==> src/rtl/dbl_pkg.sv <==
package dbl_pkg;

  typedef enum logic {
    OP_MUL = 1'b0,
    OP_DIV = 1'b1
  } dbl_op_e;

  // ln 2 scaled by 2^fw, rounded to nearest
  function automatic int unsigned ln2_fixed(input int fw);
    real scaled;
    scaled = 0.6931471805599453 * (2.0 ** fw);
    return int'($rtoi(scaled + 0.5));
  endfunction

endpackage

==> src/rtl/dbl_frac_norm.sv <==
module dbl_frac_norm #(
  parameter int          FRAC_W = 23,
  parameter int unsigned LN2_Q  = 5814540
) (
  input  logic                op_div,
  input  logic [FRAC_W-1:0]   x_frac,
  input  logic [FRAC_W-1:0]   y_frac,
  output logic [FRAC_W-1:0]   frac_o,
  output logic signed [1:0]   adj_o
);
  localparam int SW = FRAC_W + 2;
  localparam logic signed [SW-1:0] L_S = SW'(LN2_Q);

  logic signed [SW-1:0] xs, ys, raw, fixed;

  always_comb begin
    xs = $signed({2'b00, x_frac});
    ys = $signed({2'b00, y_frac});
    raw = op_div ? (xs - ys) : (xs + ys);
    fixed = raw;
    adj_o = 2'sd0;
    if (!op_div && (raw >= L_S)) begin
      fixed = raw - L_S;
      adj_o = 2'sd1;
    end else if (op_div && (raw < 0)) begin
      fixed = raw + L_S;
      adj_o = -2'sd1;
    end
    frac_o = fixed[FRAC_W-1:0];
  end

endmodule

==> src/rtl/dbl_exp_comb.sv <==
module dbl_exp_comb #(
  parameter int EXP_W = 8
) (
  input  logic                  op_div,
  input  logic [EXP_W-1:0]      x_exp,
  input  logic [EXP_W-1:0]      y_exp,
  input  logic signed [1:0]     adj,
  output logic [EXP_W-1:0]      exp_o,
  output logic                  ovf_o,
  output logic                  unf_o
);
  localparam int SW = EXP_W + 2;
  localparam logic signed [SW-1:0] E_MAX = SW'((2 ** (EXP_W - 1)) - 1);
  localparam logic signed [SW-1:0] E_MIN = -SW'(2 ** (EXP_W - 1));

  logic signed [SW-1:0] xe, ye, ae, sum;

  always_comb begin
    xe = $signed({{2{x_exp[EXP_W-1]}}, x_exp});
    ye = $signed({{2{y_exp[EXP_W-1]}}, y_exp});
    ae = $signed({{EXP_W{adj[1]}}, adj});
    sum = (op_div ? (xe - ye) : (xe + ye)) + ae;
    ovf_o = sum > E_MAX;
    unf_o = sum < E_MIN;
    exp_o = sum[EXP_W-1:0];
  end

endmodule

==> src/rtl/dbl_mul_norm.sv <==
module dbl_mul_norm
  import dbl_pkg::*;
#(
  parameter int EXP_W  = 8,
  parameter int FRAC_W = 23
) (
  input  logic              clk,
  input  logic              rst,
  input  logic              in_vld,
  input  logic              op,
  input  logic              x_sign,
  input  logic              x_zero,
  input  logic [EXP_W-1:0]  x_exp,
  input  logic [FRAC_W-1:0] x_frac,
  input  logic              y_sign,
  input  logic              y_zero,
  input  logic [EXP_W-1:0]  y_exp,
  input  logic [FRAC_W-1:0] y_frac,
  output logic              out_vld,
  output logic              out_sign,
  output logic              out_zero,
  output logic [EXP_W-1:0]  out_exp,
  output logic [FRAC_W-1:0] out_frac,
  output logic              out_ovf,
  output logic              out_unf,
  output logic              out_div_err
);
  localparam int unsigned LN2_Q = ln2_fixed(FRAC_W);

  dbl_op_e          op_e;
  logic             is_div;
  logic [FRAC_W-1:0] n_frac;
  logic signed [1:0] n_adj;
  logic [EXP_W-1:0] n_exp;
  logic             n_ovf, n_unf;
  logic             res_zero, res_div_err;

  assign op_e        = dbl_op_e'(op);
  assign is_div      = (op_e == OP_DIV);
  assign res_zero    = x_zero | y_zero;
  assign res_div_err = is_div & y_zero;

  dbl_frac_norm #(.FRAC_W(FRAC_W), .LN2_Q(LN2_Q)) u_frac (
    .op_div (is_div),
    .x_frac (x_frac),
    .y_frac (y_frac),
    .frac_o (n_frac),
    .adj_o  (n_adj)
  );

  dbl_exp_comb #(.EXP_W(EXP_W)) u_exp (
    .op_div (is_div),
    .x_exp  (x_exp),
    .y_exp  (y_exp),
    .adj    (n_adj),
    .exp_o  (n_exp),
    .ovf_o  (n_ovf),
    .unf_o  (n_unf)
  );

  always_ff @(posedge clk) begin
    if (rst) begin
      out_vld     <= 1'b0;
      out_sign    <= 1'b0;
      out_zero    <= 1'b0;
      out_exp     <= '0;
      out_frac    <= '0;
      out_ovf     <= 1'b0;
      out_unf     <= 1'b0;
      out_div_err <= 1'b0;
    end else begin
      out_vld <= in_vld;
      if (in_vld) begin
        out_div_err <= res_div_err;
        out_zero    <= res_zero;
        if (res_zero) begin
          out_sign <= 1'b0;
          out_exp  <= '0;
          out_frac <= '0;
          out_ovf  <= 1'b0;
          out_unf  <= 1'b0;
        end else begin
          out_sign <= x_sign ^ y_sign;
          out_exp  <= n_exp;
          out_frac <= n_frac;
          out_ovf  <= n_ovf;
          out_unf  <= n_unf;
        end
      end
    end
  end

  // a valid non-zero result is normalized
  a_r11_frac_normalized: assert property (@(posedge clk) disable iff (rst)
    (out_vld && !out_zero) |-> (out_frac < FRAC_W'(LN2_Q)));

  // zero results are canonical
  a_r6_zero_canonical: assert property (@(posedge clk) disable iff (rst)
    (out_vld && out_zero) |-> (out_exp == '0 && out_frac == '0 && !out_sign && !out_ovf && !out_unf));

  // a divide error always comes with a zero result
  a_r7_div_err_zero: assert property (@(posedge clk) disable iff (rst)
    out_div_err |-> out_zero);

  // one-cycle latency
  a_r9_latency: assert property (@(posedge clk) disable iff (rst)
    in_vld |=> out_vld);

  // idle cycle holds the result
  a_r9_hold: assert property (@(posedge clk) disable iff (rst)
    !in_vld |=> (!out_vld && $stable(out_exp) && $stable(out_frac) && $stable(out_sign)));

  // sign of a non-zero result
  a_r5_sign: assert property (@(posedge clk) disable iff (rst)
    (in_vld && !x_zero && !y_zero) |=> (out_sign == $past(x_sign ^ y_sign)));

  // range flags are exclusive
  a_r8_flags_exclusive: assert property (@(posedge clk) disable iff (rst)
    !(out_ovf && out_unf));

endmodule

==> config.mk <==
export PLATFORM = sky130hd
export DESIGN_NAME = dbl_mul_norm
export DESIGN_NICKNAME = d
export VERILOG_FILES = /design/src/rtl/dbl_pkg.sv /design/src/rtl/dbl_frac_norm.sv /design/src/rtl/dbl_exp_comb.sv /design/src/rtl/dbl_mul_norm.sv
export SDC_FILE = /design/constraint.sdc
export NUM_CORES = 1
export LEC_CHECK = 0
export ABC_AREA = 0
export CAP_MARGIN = 40
export CORE_MARGIN = 2
export CORE_UTILIZATION = 55
export CTS_CLUSTER_DIAMETER = 100
export DETAILED_ROUTE_END_ITERATION = 16
export GPL_TIMING_DRIVEN = 0
export PLACE_DENSITY = 0.86
export SKIP_LAST_GASP = 1
export SYNTH_ARGS = -nofsm -noshare
export SYNTH_HDL_FRONTEND = slang
export SYNTH_SLANG_ARGS = --single-unit
==> constraint.sdc <==
create_clock -name clk -period 7.85 [get_ports clk]
set_input_delay 1.57 -clock clk [delete_from_list [all_inputs] [get_ports clk]]
set_output_delay 1.57 -clock clk [all_outputs]
set_load 0.05 [all_outputs]
==> results.toml, run 1 <==
[clock_tree]
clk_latency_ns = 0.30
cts_buffers = 5
tritoncts = "yes"
clk_pin_slew_worst_paths_ns = 0.08
cts-root-buf = "clkbuf_8"
ctsHtreeMaxLevel = 2
cts_buffer_depth = 2
post-cts-setup-buffers = 0
cts_sinks = 37

[critical_path]
regToRegEndpoint = "out_frac[18]$_SDFFE_PP0P_"
required_ns = 8.03
crit_buf_inv = 6
worstPathMaxFanout = 10
critPathCaptureType = "flop"
crit_end = "out_unf$_SDFFE_PP0P_"
r2r-start = "out_frac[18]$_SDFFE_PP0P_"
rrSetupSlack_ns = 6.96
crit_top_cell = "a21oi_1"
rr_worst_depth = 2
arrival_ns = 7.75
crit_cells = 28
cp_slowest_stage_delay_ns = 0.49
critPathLaunchType = "input pin"
crit_type = "in2reg"
cp_top_family = "compound AO/OA/AOI/OAI gates"
critPathLaunch = "y_frac[12]"
crit_path_top_delay_cell = "clkdlybuf4s50_1"

[floorplan]
core_um2 = 10700
io_pins = 107
initial_core_util_pct = 55.7
die_w_um = 108
die_h_um = 108
rows = 38
die_area_um2 = 11700

[cells_and_area]
antenna_cells = 0
finalNonFillerCells = 1051
area_growth_pct = 23.3
finalNetCount = 1050
layout-drive-gt1-share_pct = 8.12

[global_routing]
antenna_found_initial = 0
grt-ovfl-total = 0
grt_first_pass_wirelength_um = 28700
grt_max_degree = 19
grt_usage_pct = 29.6
first_global_vias = 6192

[sta]
max-slew-margin-rel_pct = 40.7
tightest_slew_ns = 0.889
fin_setup_tns_ns = 0
fmax_mhz = 132
maxSlewViolCount = 0
finClkSkew_ns = 0
setup_viol = 0
fin_ws_ns = 0.276
timing.final.crit_share_pct = 96.5
min_period_ns = 7.57
hold_violations = 0

[yosys]
synthTopCellsByArea = "ha_1, dfxtp_1, a21oi_1"
synth.most_common_cell = "nor2_1"
synth-edff-count = 0
synthArstFlopShare_pct = 0
ys_seq_area_share_pct = 12.4
ys_ff_latch = 37
yosysUniqueCellTypes = 88
syn-num-nets = 938
yosysTopAreaCellShare_pct = 13.8
syn-cell-area_um2 = 5980
ys_warn_count = 0
synth_ff_type = "dfxtp_1"
avgSynthCellArea_um2 = 7.49
yosys.area.top_type = "ha_1"
ys_top_cells_by_count = "nor2_1, a21oi_1, ha_1"
syn_inst = 798

[power_and_ir_drop]
p_leak_uw = 0.00303
clkPwrFrac_pct = 15.6
internal_power_uw = 581
power_uw = 1100
switching_share_pct = 47.3
power.density_nw_per_um2 = 149
max-vdd-ir-drop_mv = 0.104
seq_power_share_pct = 18.8
switchingPower_uw = 521
combPwrFrac_pct = 65.6

[route]
antenna_left = 0
dr.pass1.iters = 5
vias = 6558
viasPerCell = 6.24
wl_per_cell_um = 16.6
drt-initial-drc-count = 632
finalWirelength_um = 17400
drc = 0

[placement]
place_hpwl_um = 13800
dpl.cell_count = 1043
preCtsSetupSlack_ns = -0.0745
port_buffers = 105
place.gp.congestion = 0.970

[run_status]
status = "finished clean"

[run]
maxCapViolations = 0

[worst_hold_path]
worstHoldPathType = "reg2reg"
## area by class of cell
cell class              instances  area [um2]
plain buffers                  42         223
well taps                     140         175
multi-input cells             654        4830
fillers                       942        3370
clock inverters                 3        46.3
repair buffers                105        1050
inverters                      65         244
flip-flops and latches         37         741
clock buffers                   5        68.8
## how the worst min path moves through the flow
stage	start	to	slack, ns	cells after the start
after floorplan	out_frac[13]$_SDFFE_PP0P_	out_frac[13]$_SDFFE_PP0P_	0.67	2
after global placement	out_frac[17]$_SDFFE_PP0P_	out_frac[17]$_SDFFE_PP0P_	0.44	2
after detailed placement	out_frac[17]$_SDFFE_PP0P_	out_frac[17]$_SDFFE_PP0P_	0.45	2
after CTS	out_ovf$_SDFFE_PP0P_	out_ovf$_SDFFE_PP0P_	0.46	2
after global routing	out_ovf$_SDFFE_PP0P_	out_ovf$_SDFFE_PP0P_	0.49	2
final	out_ovf$_SDFFE_PP0P_	out_ovf$_SDFFE_PP0P_	0.47	2
## metal layers
metal / track usage (%) / part of all wire, % / vias up
met5: 0 / 0 / -
met4: 7.78 / 2.1 / 0
met3: 2.89 / 6.9 / 47
met2: 51.2 / 48 / 301
met1: 39.3 / 43 / 3048
li1: - / - / 3162
## sequential cells by signal (all words and copies together) (netlist names)
signal	flops
out_div_err	1
out_exp	8
out_frac	23
out_ovf	1
out_sign	1
out_unf	1
out_vld	1
out_zero	1
## stage by stage
stage / hold slack, ns / area [um2] / utilization (%)
2_1_floorplan: 0.673 / 5980 / -
3_3_place_gp: 0.437 / 7210 / 67.1
3_5_place_dp: 0.449 / 7210 / 67.1
4_1_cts: 0.464 / 7320 / 68.1
5_1_grt: 0.488 / 7370 / 68.6
6_report: 0.465 / 7370 / 68.6
## power by group through the flow
stage | clock [uW] | combinational [uW] | sequential (uW)
floorplan | 0 | 477 | 251
global placement | 0 | 684 | 211
detailed placement | 0 | 695 | 211
CTS | 173 | 700 | 207
global route | 178 | 792 | 208
finish | 172 | 723 | 207
## worst min-delay path: stages (launching register included)
cell and delay, ns:
dfxtp_1 0.31, nand2_1 0.06, a21oi_1 0.05
## cells in the final DEF (no fill, tap or decap), types with 6 or more instances in the layout
cell type / Yosys / final
a22oi_1: 10 / 10
dfxtp_1: 37 / 37
nand2_1: 51 / 51
nand4_1: 6 / 6
a32o_1: 8 / 8
a21o_1: 19 / 19
and3_1: 6 / 6
or4_1: 8 / 8
xnor2_2: 6 / 8
inv_1: 64 / 64
nand2b_1: 16 / 16
a221oi_1: 7 / 7
o31ai_1: 7 / 7
xnor2_1: 25 / 23
nor3_1: 27 / 26
o21ai_0: 30 / 30
a31oi_1: 6 / 6
buf_2: 12 / 12
nor2_1: 73 / 73
o21a_1: 9 / 9
ha_1: 66 / 66
nand3_1: 22 / 22
o221ai_1: 7 / 7
clkbuf_1: 19 / 18
and2_1: 7 / 7
or3_1: 7 / 7
a21oi_1: 71 / 71
o211ai_1: 20 / 20
nor2b_1: 15 / 15
o21ai_1: 6 / 6
xor2_1: 15 / 13
clkdlybuf4s50_1: 0 / 105
nor4_1: 6 / 6
## cells by family after synthesis
group	share of synthesized area (%)
XOR/XNOR	7.76
flip-flops	12.4
adder cells (fa/ha/maj)	15.1
buffers and inverters	7.78
multiplexers	0.858
AO/OA/AOI/OAI	31.9
AND/OR/NAND/NOR	24.1
## what timing repair did
item | in CTS | in global routing
endpoints found under the hold margin | 0 | 0
gates resized for setup | 0 | 9
hold buffers | 0 | 0
endpoints found under the setup margin | 0 | 2
Power figures use the tool's default switching activity.
==> run 2, diff against run 1 <==
--- a/config.mk
+++ b/config.mk
@@ -13,6 +13,7 @@
 export DETAILED_ROUTE_END_ITERATION = 16
 export GPL_TIMING_DRIVEN = 0
 export PLACE_DENSITY = 0.86
+export SKIP_CTS_REPAIR_TIMING = 1
 export SKIP_LAST_GASP = 1
 export SYNTH_ARGS = -nofsm -noshare
 export SYNTH_HDL_FRONTEND = slang
==> results of run 2 <==
Same layout as run 1: the final DEF is identical, and so are final timing and power.
==> run 3, diff against run 2 <==
--- a/config.mk
+++ b/config.mk
@@ -7,6 +7,7 @@
 export LEC_CHECK = 0
 export ABC_AREA = 0
 export CAP_MARGIN = 40
+export CORE_ASPECT_RATIO = 0.8
 export CORE_MARGIN = 2
 export CORE_UTILIZATION = 55
 export CTS_CLUSTER_DIAMETER = 100
==> run 3 against run 2 <==
  * First-iteration DRC count rose by 9.2%
  * Sequential share of layout area is 0.12 points lower
  * Wire length grew 2.0%
  * Via count rose by 0.26%
  * Sequential power about the same
  * Worst setup slack lost 0.023 ns
  * Non-clock buffer count up 2
  * Fmax fell by 0.30%
  * Clock power is 36% higher
  * Count of clock-buffer cells in the layout stayed put
  * Total power grew 7.1%
  * Combinational power up 2%
  * Largest cell class unchanged
==> results.toml, run 3 (synthesis gave the netlist of run 1 again) <==
[power_and_ir_drop]
power.density_nw_per_um2 = 158
seq_power_share_pct = 17.5
max-vdd-ir-drop_mv = 0.104
internal_power_uw = 639
combPwrFrac_pct = 62.7
clkPwrFrac_pct = 19.8
switchingPower_uw = 541
switching_share_pct = 45.8
p_leak_uw = 0.00307

[floorplan]
io_pins = 107
die_area_um2 = 11700
die_w_um = 121
rows = 34
die_h_um = 97.3
initial_core_util_pct = 55.8
core_um2 = 10700

[sta]
hold_violations = 0
tightest_slew_ns = 0.679
setup_viol = 0
finClkSkew_ns = 0
fin_setup_tns_ns = 0
max-slew-margin-rel_pct = 54.7
maxSlewViolCount = 0
min_period_ns = 7.60
fmax_mhz = 132
timing.final.crit_share_pct = 96.8

[critical_path]
rr_worst_depth = 2
worstPathMaxFanout = 10
arrival_ns = 7.76
critPathLaunchType = "input pin"
critPathCaptureType = "flop"
rrSetupSlack_ns = 7.01
required_ns = 8.01
r2r-start = "out_frac[18]$_SDFFE_PP0P_"
regToRegEndpoint = "out_frac[18]$_SDFFE_PP0P_"
crit_type = "in2reg"

[cells_and_area]
top_register = "out_frac"
layout-drive-gt1-share_pct = 8.54
largest_reg_flops = 23
final_cell_mix = "clkdlybuf4s50_1, nor2_1, a21oi_1"
finalNetCount = 1052
area_growth_pct = 24.8
reg_top3 = "out_frac x23, out_exp x8"
antenna_cells = 0
finalNonFillerCells = 1057
multi_input_area_um2 = 4830
seq_area_um2 = 741
fillers = 948
final_common_cell = "clkdlybuf4s50_1"
post-route-util_pct = 69.6

[clock_tree]
tritoncts = "yes"
ctsHtreeMaxLevel = 2
clk_pin_slew_worst_paths_ns = 0.06
cts_sinks = 37
cts_buffer_depth = 2
cts_buffers = 5
clk_latency_ns = 0.28
cts-root-buf = "clkbuf_16"

[placement]
place_hpwl_um = 14100
port_buffers = 105
place.gp.congestion = 0.937
dpl.cell_count = 1048

[route]
dr.pass1.iters = 5
vias = 6575
viasPerCell = 6.22
antenna_left = 0
wl_per_cell_um = 16.8
drt-initial-drc-count = 690
drc = 0
finalWirelength_um = 17700

[global_routing]
grt-ovfl-total = 0
first_global_vias = 5906
met3_usage_pct = 3.93
grt.busiest_layer = "met2"
use_met2_pct = 44.8
grt_usage_pct = 29.4
grt_first_pass_wirelength_um = 28800
use_met1_pct = 44.2
antenna_found_initial = 0
grt_max_degree = 16

[worst_hold_path]
min_path_cells = 2
min-delay-start = "out_frac[17]$_SDFFE_PP0P_"
hold_path_end = "out_frac[17]$_SDFFE_PP0P_"
worstHoldPathType = "reg2reg"

[run]
maxCapViolations = 0

[run_status]
status = "finished clean"
run 3: cell count changes in the layout (fill, tap and decap cells not counted), sizes merged:
cell,change
buf,+2
run 3: power groups by stage:
stage / Combinational [uW] / Sequential (uW) / Clock (uW)
finish: 740 / 207 / 234
global route: 798 / 208 / 242
CTS: 711 / 207 / 233
detailed placement: 704 / 211 / 0
global placement: 692 / 210 / 0
floorplan: 477 / 251 / 0
run 3: critical path, cell delays in order:
cell,delay (ns)
clkdlybuf4s50_1,0.49
ha_1,0.17
inv_1,0.05
fa_1,0.42
a211oi_2,0.22
nor2_2,0.10
a21oi_2,0.15
xor2_1,0.47
o21ai_1,0.27
o41ai_4,0.42
a31oi_1,0.19
a21oi_1,0.24
nand4bb_1,0.17
buf_6,0.15
buf_4,0.19
nand3_1,0.16
ha_1,0.29
fa_1,0.41
a21o_1,0.18
a21o_1,0.19
a21o_1,0.17
a21oi_1,0.26
o21bai_1,0.11
a21oi_1,0.18
xnor2_1,0.21
a211oi_1,0.13
a21oi_1,0.14
nor2_1,0.05
run 3: layout make-up:
class / count / share of cell area (%)
inverter: 65 / 3.27
buffer: 42 / 2.98
timing repair buffer: 107 / 14.3
clock buffer: 5 / 1.68
tap: 144 / 2.41
multi-input combinational: 654 / 64.8
sequential: 37 / 9.93
clock inverter: 3 / 0.620
run 3: worst max-delay path by stage:
stage / slack, ns / depth (start not counted) / startpoint / endpoint
after floorplan: 1.46 / 28 / x_frac[0] / out_unf$_SDFFE_PP0P_
after global placement: 0.01 / 27 / y_frac[12] / out_unf$_SDFFE_PP0P_
after detailed placement: -0.09 / 27 / y_frac[12] / out_unf$_SDFFE_PP0P_
after CTS: 0.19 / 27 / y_frac[12] / out_unf$_SDFFE_PP0P_
after global routing: -0.02 / 28 / y_frac[0] / out_unf$_SDFFE_PP0P_
final: 0.25 / 28 / y_frac[0] / out_unf$_SDFFE_PP0P_
run 3: stage by stage:
stage / power [uW] / hold WS (ns) / worst slack, ns / cell area (um2)
2_1_floorplan: 729 / 0.673 / 1.46 / 5980
5_1_grt: 1250 / 0.476 / -0.0246 / 7460
3_5_place_dp: 915 / 0.444 / -0.0897 / 7220
4_1_cts: 1150 / 0.458 / 0.189 / 7390
3_3_place_gp: 902 / 0.440 / 0.0101 / 7210
6_report: 1180 / 0.459 / 0.253 / 7460
run 3: metal layers:
metal | wire [um] | part of all wire [%]
met1 | 8360 | 47
met2 | 7730 | 44
met3 | 1480 | 8.3
met4 | 184 | 1.0
met5 | 0 | 0
